===== config.mk =====
export PLATFORM = sky130hd
export DESIGN_NAME = dacq_front
export DESIGN_NICKNAME = d
export VERILOG_FILES = /design/src/rtl/dacq_pkg.sv /design/src/rtl/dacq_rst_sync.sv /design/src/rtl/dacq_decode.sv /design/src/rtl/dacq_latch.sv /design/src/rtl/dacq_front.sv
export SDC_FILE = /design/constraint.sdc
export NUM_CORES = 1
export LEC_CHECK = 0
export CORE_ASPECT_RATIO = 0.8
export CORE_UTILIZATION = 40
export DETAILED_ROUTE_END_ITERATION = 8
export DONT_BUFFER_PORTS = 1
export GPL_TIMING_DRIVEN = 0
export SYNTH_ARGS = -nofsm -noshare
export SYNTH_HDL_FRONTEND = slang
export SYNTH_HIERARCHICAL = 1
export SYNTH_SLANG_ARGS = --single-unit

===== constraint.sdc =====
create_clock -name clk -period 5 [get_ports clk]
set_clock_uncertainty 0.05 [all_clocks]
set_input_delay 0.25 -clock clk [delete_from_list [all_inputs] [get_ports clk]]
set_output_delay 0.25 -clock clk [all_outputs]
set_load 0.01 [all_outputs]

===== src/rtl/dacq_pkg.sv =====
package dacq_pkg;

  // Read/write line encoding on the host side.
  typedef enum logic {
    ACC_WRITE = 1'b0,
    ACC_READ  = 1'b1
  } acc_e;

  // Reset code for a given code width: half scale or zero.
  function automatic logic [31:0] reset_code(input int unsigned width, input bit mid);
    logic [31:0] v;
    v = '0;
    if (mid) v[width-1] = 1'b1;
    return v;
  endfunction

endpackage


===== src/rtl/dacq_rst_sync.sv =====
module dacq_rst_sync #(
  parameter int unsigned STAGES = 2
) (
  input  logic clk,
  input  logic arst_n,
  output logic rst_q_n
);
  logic [STAGES-1:0] chain_q;
  logic [STAGES-1:0] chain_d;

  always_comb begin
    chain_d = {chain_q[STAGES-2:0], 1'b1};
  end

  always_ff @(posedge clk or negedge arst_n) begin
    if (!arst_n) chain_q <= '0;
    else         chain_q <= chain_d;
  end

  assign rst_q_n = chain_q[STAGES-1];
endmodule


===== src/rtl/dacq_decode.sv =====
module dacq_decode
  import dacq_pkg::*;
#(
  parameter int unsigned N_CH = 4,
  localparam int unsigned AW  = (N_CH > 1) ? $clog2(N_CH) : 1
) (
  input  logic          sel_n,
  input  logic          rd_wr,
  input  logic          rst_ok,
  input  logic [AW-1:0] chan_sel,
  output logic [N_CH-1:0] wr_open,
  output logic          rd_en
);
  logic wr_cycle;

  always_comb begin
    wr_cycle = !sel_n && (acc_e'(rd_wr) == ACC_WRITE) && rst_ok;
    rd_en    = !sel_n && (acc_e'(rd_wr) == ACC_READ)  && rst_ok;
  end

  for (genvar i = 0; i < N_CH; i++) begin : g_dec
    assign wr_open[i] = wr_cycle && (chan_sel == AW'(i));
  end
endmodule


===== src/rtl/dacq_latch.sv =====
module dacq_latch #(
  parameter int unsigned W = 12,
  parameter logic [W-1:0] RST = '0
) (
  input  logic         clk,
  input  logic         rst_q_n,
  input  logic         open,
  input  logic [W-1:0] d,
  output logic [W-1:0] q
);
  logic [W-1:0] held_q;
  logic [W-1:0] held_d;

  // Next-state: capture while open, keep otherwise.
  always_comb begin
    held_d = open ? d : held_q;
  end

  always_ff @(posedge clk or negedge rst_q_n) begin
    if (!rst_q_n) held_q <= RST;
    else          held_q <= held_d;
  end

  // Transparent path while open, held word when closed, reset code while reset.
  always_comb begin
    if (!rst_q_n)  q = RST;
    else if (open) q = d;
    else           q = held_q;
  end
endmodule


===== src/rtl/dacq_front.sv =====
module dacq_front
  import dacq_pkg::*;
#(
  parameter int unsigned N_CH      = 4,
  parameter int unsigned W         = 12,
  parameter bit          RESET_MID = 1'b1,
  localparam int unsigned AW       = (N_CH > 1) ? $clog2(N_CH) : 1,
  localparam logic [W-1:0] RST     = W'(reset_code(W, RESET_MID))
) (
  input  logic            clk,
  input  logic            arst_n,
  input  logic            sel_n,
  input  logic            rd_wr,
  input  logic            load_n,
  input  logic [AW-1:0]   chan_sel,
  input  logic [W-1:0]    wdata,
  output logic [W-1:0]    rdata,
  output logic            rdata_oe,
  output logic [N_CH*W-1:0] dac_code
);
  logic            rst_q_n;
  logic [N_CH-1:0] wr_open;
  logic            rd_en;
  logic [W-1:0]    stage_q [N_CH];
  logic            load_open;

  dacq_rst_sync #(.STAGES(2)) u_rst (
    .clk    (clk),
    .arst_n (arst_n),
    .rst_q_n(rst_q_n)
  );

  dacq_decode #(.N_CH(N_CH)) u_dec (
    .sel_n   (sel_n),
    .rd_wr   (rd_wr),
    .rst_ok  (rst_q_n),
    .chan_sel(chan_sel),
    .wr_open (wr_open),
    .rd_en   (rd_en)
  );

  assign load_open = !load_n && rst_q_n;

  for (genvar i = 0; i < N_CH; i++) begin : g_ch
    logic [W-1:0] out_q;

    dacq_latch #(.W(W), .RST(RST)) u_stage (
      .clk    (clk),
      .rst_q_n(rst_q_n),
      .open   (wr_open[i]),
      .d      (wdata),
      .q      (stage_q[i])
    );

    dacq_latch #(.W(W), .RST(RST)) u_out (
      .clk    (clk),
      .rst_q_n(rst_q_n),
      .open   (load_open),
      .d      (stage_q[i]),
      .q      (out_q)
    );

    assign dac_code[i*W +: W] = out_q;
  end

  always_comb begin
    rdata_oe = rd_en;
    rdata    = rd_en ? stage_q[chan_sel] : '0;
  end
endmodule


## Word level (Yosys, flattened, before mapping)

Cells that the tools add are included.

| word-level totals | value |
|---|---|
| bits of input ports | 19 |
| logic and storage cells | 47 |
| output and inout port bits | 61 |
| flip-flop bits (word level) | 98 |

| cells by class | value |
|---|---|
| bitwise operators | 2 |
| muxes and demuxes | 20 |
| equality and inequality tests | 3 |
| reductions and logical operators | 12 |
| order comparisons | 1 |

Operators with widths:

| kind | number |
|---|---|
| 12-bit 2-to-1 mux | 19 |
| 12-bit binary-select mux with 2-bit select | 1 |
| 1-bit logical AND | 9 |
| 2-bit == test (second input constant) | 2 |
| 3-bit >= comparator (second input constant) | 1 |
| 2-bit inverter with 3-bit output | 1 |
| 2-bit by 1-bit == test with 1-bit output (second input constant) | 1 |
| 1-bit logical NOT | 2 |
| 2-bit logical NOT | 1 |
| 1-bit inverter | 1 |

## Logic depth before layout (Yosys ltp)

Gate-level depths: netlist of run 1.

| depth | value |
|---|---|
| word-level depth | 10 |
| depth in mapped cells | 7 |
| gate-level depth less buffers | 6 |

## Modules after synthesis

The synthesis of run 1 kept the hierarchy.

Modules (own cells, without submodules):

| module | area each (µm²) | instances | cells an instance |
|---|---|---|---|
| dacq_latch | 570.5 | 8 | 39 |
| dacq_front | 386.6 | 1 | 44 |
| dacq_decode | 55.1 | 1 | 7 |
| dacq_rst_sync | 53.8 | 1 | 3 |

## Worst setup path after synthesis of run 1

No wires, ideal clock.

| path | value |
|---|---|
| path kind | flip-flop to output port |
| from | register u_rst.chain_q[1] |
| to | output port dac_code[23] |
| path buffers | 0 |
| data arrival time | 4493 ps |
| setup slack | 207 ps |
| cell stages (with the launch flop) | 6 |
| cell sequence | dfrtp_1 and4b_1 mux2_2 or2_2 mux2_2 or2_2 |

RTL lines:

| what | line | RTL |
|---|---|---|
| start, declared | dacq_rst_sync.sv:8 | `logic [STAGES-1:0] chain_q;` |
| start signal, assigned | dacq_rst_sync.sv:17 | `else chain_q <= chain_d;` |
| end, declared | dacq_front.sv:19 | `output logic [N_CH*W-1:0] dac_code` |

## Worst setup path after layout of run 1

| path | value |
|---|---|
| from | register u_rst.chain_q[1] |
| to | output port dac_code[38] |

RTL lines:

| what | line | RTL |
|---|---|---|
| 1-bit logical AND | dacq_front.sv:42 | `assign load_open = !load_n && rst_q_n;` |
| net load_open | dacq_front.sv:25 | `logic load_open;` |
| 12-bit 2-to-1 mux | dacq_latch.sv:27 | `else if (open) q = d;` |
| 12-bit 2-to-1 mux | dacq_latch.sv:26 | `if (!rst_q_n) q = RST;` |

The timed path passes the listed nets, and every way through them passes these cells.

==> summary.md, run 1 <==
In the final design database the tool counted 404 nets. Power spread over the standard cell area amounts to 395 nW/um2. STA classifies the critical path startpoint as a flip-flop.

Of all cell types, the one taking the most synthesized area is sky130_fd_sc_hd__dfrtp_1. The switching part of the total works out to 0.246. The routed layout has 2818 vias.

The adder-cell share of the synthesized area was 0; the fraction of the mapped netlist area in simple logic gates was 0.137. Post-CTS repair changed the size of 0 cells. Post-synthesis async set-or-reset flop share: 1.00. The run gives 5310 um2 as the total placed instance area.

Ranked by total cell area, the synthesized netlist is headed by sky130_fd_sc_hd__dfrtp_1, sky130_fd_sc_hd__mux2_4, sky130_fd_sc_hd__and2_1. During synthesis, Yosys emitted a total of 6 warnings. The most repeated cell in the gate-level netlist after synthesis is sky130_fd_sc_hd__dfrtp_1.

Synthesis inferred 98 register bits. The initial cell density of the core is 0.413. The area of all placed cells without fillers was 5680 um2; the die span in x was 128 um.

The part of the power in combinational logic was 0.224. The clock-pin slew on the worst setup and hold paths is 70 ps, and the wire length of the first global-routing pass is 17100 um. For the count of endpoints failing hold in the final timing report, the log shows 0.

For the routability-driven placement congestion ratio, the log shows 0.769. The total die area came out at 13100 um2. For this design the total switching power over the nets is 551 uW. For this design the static power due to leakage is 2.63 nW.

After synthesis, the mean cell area works out to 13.8 um2. The via count of the first global-routing pass was 3094; the cell area after technology mapping was 5060 um2. Headroom to the max-slew limit: 0.204.

The number of CTS-inserted buffers was 9; the clock sink count was 98. Dividing the detail-routed via count by the number of cells gives 5.03. The number of hold-repair buffers added at the cts stage was 2.

The run gives 13.8 ps as the final worst hold slack. The worst min-delay path class was input port to flip-flop. The worst setup path is of the flip-flop to output pin kind. The tools report the net count after synthesis as 385. The tools report the total internal power as 1.69 mW. The initialized floorplan defines 36 standard-cell rows.

The critical path data arrival time came out at 3420 ps. In this run the count of I/O pins placed on the die edge is 80. The signal on the critical path passes through buf_16, nor2b_1, buf_6, mux2_4, and2_1. At the pin with the least slew margin, the transition time is 1190 ps.

The routed length per placed instance was 19.1 um; the cell count of the worst reg-to-reg path was 4. The repair_antennas step left the layout with diodes totalling 0. Setup violations remaining at the end of the flow were counted as 0.

The most used flip-flop cell after synthesis was sky130_fd_sc_hd__dfrtp_1. The area growth from synthesis to layout is 12.3%. The run gives 0 ps as the final total negative setup slack. The total congestion overflow after global routing is 0. The tools report the placement-stage worst setup slack as 1510 ps. The timing-limited maximum frequency is 269 MHz, and the overall power of the completed layout is 2.24 mW. The slowest stage of the critical path is the sky130_fd_sc_hd__nor2b_1 cell.

The worst setup path is captured at an output pin. Peak supply drop: 0.191 mV. The core region is 12300 um2.

Synthesis produced 366 cells. The port buffer count was 0; the number of different library cells in the post-synthesis netlist was 24. The run gives 0 as the initial antenna violation count. Entering global routing, the biggest net connects 71 pins.

For the maximum count of clock buffers along a single path, the log shows 2. Main combinational cell family by area after synthesis: multiplexers. The shortest period the worst path allows is 3720 ps.

The critical path ends at dac_code[38]. The all-layer global routing usage came out at 0.176. The run gives 120 as the violation count after the first detailed-routing iteration. Ranked by instance count, the synthesized netlist is headed by sky130_fd_sc_hd__dfrtp_1, sky130_fd_sc_hd__and2_1, sky130_fd_sc_hd__mux2_4.

For the detailed-routing iteration count for the pre-antenna-repair pass, the log shows 4. The longest individual stage delay on the worst path is 970 ps. The flow ran to the end, and the final reports show no timing, DRC or antenna violations.

The critical path required time came out at 4700 ps. The share of synthesized area spent on multiplexers works out to 0.320. Number of cells on the worst hold path: 1. The clock tree root driver cell is sky130_fd_sc_hd__clkbuf_16. In the post-route analysis, the smallest setup slack over all paths is 1280 ps.

In this run the worst setup path begins at u_rst/chain_q[1]. The worst register-to-register path has a setup slack of 1950 ps. In this run the critical register-to-register path is captured at g_ch[0].u_out/held_q[1]. The sum of routed wire length over all layers was 10700 um; the remaining antenna violation count was 0. The count of flip-flops with a built-in enable after synthesis is 0, and the share of the synthesized area in the top cell type is 0.445. The post-synthesis xor/xnor area fraction works out to 0. The fraction of power consumed by sequential logic is 0.455. The part of the Yosys area used for sequential elements was 0.487; the post-route clock period utilization was 0.744. In this run the critical register-to-register path is launched from u_rst/chain_q[1].

For the number of max-slew violations in the final report, the log shows 0. TritonCTS built the clock tree. The total of max-cap violations came out at 0. The fraction of the mapped netlist area in compound gates is 0.0148. Setup repair after global routing left no endpoint under its margin. In this run the post-CTS setup repair buffer count came out at 0. Measured along the y axis, the die boundary spans 103 um. At the later pin of the worst-skew pair, clock insertion delay measures 340 ps.

The relative contribution of the clock network to total power is 0.321. The share of layout cells above drive strength 1 was 0.386; the number of H-tree branching levels was 3. DRC violation count after routing: 0.

The wire-length estimate of the detail-placed layout is 7800 um. In this run the worst path has a maximum fanout of 70.
-- worst min-delay path by stage --
stage                     startpoint                        end
after floorplan               arst_n           u_rst/chain_q[0]
after global placement        arst_n           u_rst/chain_q[0]
after detailed placement      arst_n           u_rst/chain_q[0]
after CTS                   wdata[5]  g_ch[0].u_stage/held_q[5]
after global routing        wdata[0]  g_ch[2].u_stage/held_q[0]
final                       wdata[0]  g_ch[2].u_stage/held_q[0]
-- area by class of cell --
class / instances / area [um2]
fill: 1140 / 6570
sequential: 98 / 2470
clock buffer: 9 / 225
multi-input combinational: 239 / 2390
timing repair buffer: 8 / 97.6
buffer: 21 / 175
tap: 171 / 214
inverter: 8 / 30.0
clock inverter: 6 / 82.6
-- flip-flops by register name (all words and copies together), names as in the netlist --
register and count:
g_ch.u_stage/held_q 48, u_rst/chain_q 2, g_ch.u_out/held_q 48
-- metrics by stage --
stage | cells | utilization
global placement | 537 | 0.430
detailed placement | 538 | 0.433
finish | 560 | 0.464
global route | 560 | 0.464
floorplan | 366 | -
CTS | 555 | 0.460
-- critical path, delay by kind of cell, from the launching register on --
kind	cells	cell delay, ps
AND/OR/NAND/NOR	2	1170
buffers and inverters	2	650
multiplexers	1	320
flip-flops	1	880
-- cells in the final DEF, fill, tap and decap left out, types with 7 or more instances in the layout --
cell and n:
sky130_fd_sc_hd__dfrtp_1 89, sky130_fd_sc_hd__mux2_4 80, sky130_fd_sc_hd__and2_1 80, sky130_fd_sc_hd__mux2i_1 24, sky130_fd_sc_hd__mux2_2 16, sky130_fd_sc_hd__o22ai_1 12
sky130_fd_sc_hd__buf_6 9, sky130_fd_sc_hd__clkbuf_1 9, sky130_fd_sc_hd__clkbuf_16 9, sky130_fd_sc_hd__and2_4 8, sky130_fd_sc_hd__inv_1 8, sky130_fd_sc_hd__or2_2 8
sky130_fd_sc_hd__dfstp_2 8, sky130_fd_sc_hd__dlygate4sd3_1 7
-- routing by layer --
| layer | track usage | share of wire |
|---|---|---|
| met5 | 0 | 0 |
| met4 | 0.0452 | 0.0074 |
| met3 | 0.0602 | 0.069 |
| met2 | 0.275 | 0.46 |
| met1 | 0.237 | 0.46 |
-- power by group through the flow --
stage / registers, mW / logic [mW] / clock network, mW
after floorplan: 1.02 / 0.417 / 0
after global placement: 1.04 / 0.481 / 0
after detailed placement: 1.03 / 0.500 / 0
after CTS: 1.02 / 0.506 / 0.745
after global routing: 1.04 / 0.547 / 0.776
final: 1.02 / 0.502 / 0.721
-- cells by family after synthesis --
family                 count (synthesis)
multiplexers                         120
AND/OR/NAND/NOR                      106
flip-flops                            98
buffers and inverters                 29
AO/OA/AOI/OAI                         12
other                                  1
Note: power is estimated with default switching activity, not from simulation.
==> run 2, diff against run 1 <==
- clock period: 5 -> 3.3 ns (I/O delays scaled with it)
==> run 2 against run 1 <==
Net effect:
- highest routed layer unchanged
- critical path depth did not move
- largest cell class unchanged
- first-iteration DRC count is 14% lower
- wire length grew 2.7%
- global-route usage rose by 0.082 points
- count of clock-buffer cells in the layout grew 5
- setup slack worse by 880 ps
- sequential power rose by 51%
- via count is 1.2% lower
- cell count is 1.6% higher
- clock power grew 33%
==> summary.md, run 2 (synthesis gave the netlist of run 1 again) <==
For this design, the slowest cell found on the critical path is sky130_fd_sc_hd__dfrtp_4. The cell row count is 36 (unchanged). Grouping stages by cell kind, the critical path spends the most delay in simple AND/OR/NAND/NOR gates. Traced cell by cell, the critical path runs through and4b_1, mux2_2, or2_2, mux2_2, or2_2.

The largest net degree at the start of global routing was 73 (+2.8%). Setup repair after global routing left no endpoint under its margin. The run gives 9 (unchanged) as the number of CTS-inserted buffers. The tools report the cell total after placement as 538 (unchanged).

The clock-pin slew on the worst setup and hold paths was 60 ps (about the same); the final setup violation count was 0 (unchanged). The critical path class was flip-flop to output pin. The number of placed I/O pins came out at 80 (unchanged). Based on the critical path, the design can be clocked at up to 345 MHz. The longest individual stage delay on the worst path came out at 720 ps (-250 ps).

The count of endpoints failing hold in the final timing report was 0 (unchanged). The library cell used most frequently in the layout, excluding fill and tap cells, is sky130_fd_sc_hd__dfrtp_1. The total power divided by cell area is 573 nW/um2 (+45%).

The run finished with clean final reports. The headroom to the max-slew limit is 0.515 (+0.311). The share of layout cells above drive strength 1 was 0.374 (-0.0112).

The vertical die dimension is 103 um (unchanged), and the area of the placeable core is 12300 um2 (unchanged). The remaining antenna violation count was 0 (unchanged). The critical-path maximum fanout is 37 (-47%), and the violation count after the first detailed-routing iteration is 103 (-14%). The number of max-slew violations in the final report is 0 (unchanged), and the DRC violation count after routing is 0 (unchanged).

The total of max-cap violations is 0 (unchanged). The tools report the multi-input combinational cell area as 2390 um2 (+0.10%). The run gives 2470 um2 (unchanged) as the area occupied by registers. The run gives 412 (+2.0%) as the count of nets after finishing. The detailed-routing iteration count for the pre-antenna-repair pass came out at 4 (unchanged).

The latest clock arrival within the worst-skew pair was 340 ps (about the same). The die span in x is 128 um (unchanged). The final non-filler cell total was 569 (+1.6%).

The critical path required time is 3080 ps (-1620 ps), and the wire length of the first global-routing pass is 17300 um (+0.97%). For the detailed placement HPWL, the log shows 7810 um (+0.16%). In the final layout, the registers with the most flip-flops are g_ch.u_out/held_q: 48 flops, g_ch.u_stage/held_q: 48 flops, u_rst/chain_q: 2 flops. The total congestion overflow after global routing came out at 0 (unchanged). For the routability-driven placement congestion ratio, the log shows 0.746 (-2.9%).

The worst-margin pin slew was 724 ps (-468 ps). The routed length per placed instance was 19.3 um (+1.1%); the clock sink count was 98 (unchanged). TritonCTS built the clock tree. The fraction of the core area covered by cells at the end of the flow was 0.468 (+0.00429); the initial cell density of the core was 0.413 (unchanged).

In the layout the commonest cells are sky130_fd_sc_hd__dfrtp_1, sky130_fd_sc_hd__mux2_4, sky130_fd_sc_hd__and2_1, sky130_fd_sc_hd__mux2i_1, sky130_fd_sc_hd__mux2_2. For the finished layout, the period the worst path requires is 2900 ps. The tools report the endpoint class of the critical path as an output pin. The synthesis-to-finish area growth came out at 13.4%. The run gives 149 ps (-1360 ps) as the placement-stage worst setup slack.

STA classifies the critical path startpoint as a flip-flop. The total vias in the final route is 2785 (-1.2%). The run gives 11000 um (+2.7%) as the sum of routed wire length over all layers.

The run gives 3 (unchanged) as the number of H-tree branching levels. All-layer global routing usage: 0.177 (+0.000823). The combined buffer and inverter count along the critical path works out to 0 (-2). The run gives 2 (unchanged) as the maximum count of clock buffers along a single path.

The port buffer count works out to 0 (unchanged). The total die area came out at 13100 um2 (unchanged). Via count of the first global-routing pass: 3064 (-0.97%). The logs give 0.287 mV (+50%) for the peak supply drop and 2.65 nW (+0.74%) for the cell leakage power. The critical path data arrival time was 2680 ps (-740 ps). Clock tree synthesis selected as its root buffer the cell sky130_fd_sc_hd__clkbuf_16. Post-route clock period utilization: 0.878.

The number of diodes added for antenna fixing came out at 0 (unchanged). The final worst setup slack is 404 ps (-876 ps), and the fill cell instance count of the final layout is 1143 (+0.26%). The detailed-route vias per instance is 4.89 (-2.7%), and the total placed instance area is 5310 um2 (unchanged).

For the initial antenna violation count, the log shows 0 (unchanged). In this run the worst hold path is classified as input port to flip-flop. The final total negative setup slack is 0 ps (unchanged), and the area of all placed cells without fillers is 5740 um2 (+0.92%).
## run 2: cell types whose count changed in the layout (fill, tap and decap cells not counted), moves of 2 or more
cell / before / now
sky130_fd_sc_hd__dlygate4sd3_1: 7 / 14
sky130_fd_sc_hd__clkbuf_1: 9 / 13
sky130_fd_sc_hd__bufinv_16: 2 / 0
sky130_fd_sc_hd__clkinv_2: 3 / 1
## run 2: worst paths after layout
check                                  from                   endpoint  slack [ps]  depth (start not counted)
max                        u_rst/chain_q[1]               dac_code[35]         400                          5
min                                  load_n    g_ch[1].u_out/held_q[9]         190                          2
max reg2reg                u_rst/chain_q[1]    g_ch[3].u_out/held_q[2]        1020                          5
min reg2reg                u_rst/chain_q[1]  g_ch[0].u_stage/held_q[0]         250                          0
max in group asynchronous  u_rst/chain_q[1]    g_ch[3].u_out/held_q[3]        2340                          1
min in group asynchronous  u_rst/chain_q[1]  g_ch[0].u_stage/held_q[0]         250                          0
## run 2: metal layers
layer | track usage | vias up | part of all wire
li1 | - | 1306 | -
met1 | 0.243 | 1410 | 0.48
met2 | 0.268 | 63 | 0.44
met3 | 0.0602 | 6 | 0.063
met4 | 0.0489 | 0 | 0.0094
met5 | 0 | - | 0
## run 2: worst register-to-register path: cells and delay by family, from the launching register on
kind	cells	cell delay [ps]
buffers and inverters	1	230
DFF	1	720
muxes	2	590
and+or+nand+nor	2	570
## run 2: per-stage QoR
| stage | hold WS [ps] | total power, mW |
|---|---|---|
| floorplan | -181 | 2.18 |
| global placement | -181 | 2.30 |
| detailed placement | -181 | 2.33 |
| CTS | 188 | 3.33 |
| global route | 197 | 3.45 |
| finish | 192 | 3.29 |
## run 2: final cells by class
| cell class | instances | area share |
|---|---|---|
| Sequential cell | 98 | 0.430 |
| Multi-Input combinational cell | 239 | 0.418 |
| Clock buffer | 14 | 0.0443 |
| Tap cell | 171 | 0.0373 |
| Timing Repair Buffer | 16 | 0.0327 |
| Buffer | 21 | 0.0305 |
| Inverter | 8 | 0.00524 |
| Clock inverter | 2 | 0.00240 |
## run 2: timing repair
item,CTS,global route
setup endpoints to repair,48,45
gates resized for setup,1,0
setup buffers,0,1
endpoints found under the hold margin,50,0
hold buffers,14,0
gates cloned,0,0
## run 2: power breakdown
part	total, mW	internal (mW)	leakage [nW]	switching, mW
Sequential	1.54	1.46	1.23	0.0801
Clock	0.961	0.533	0.131	0.428
Combinational	0.783	0.453	1.29	0.330
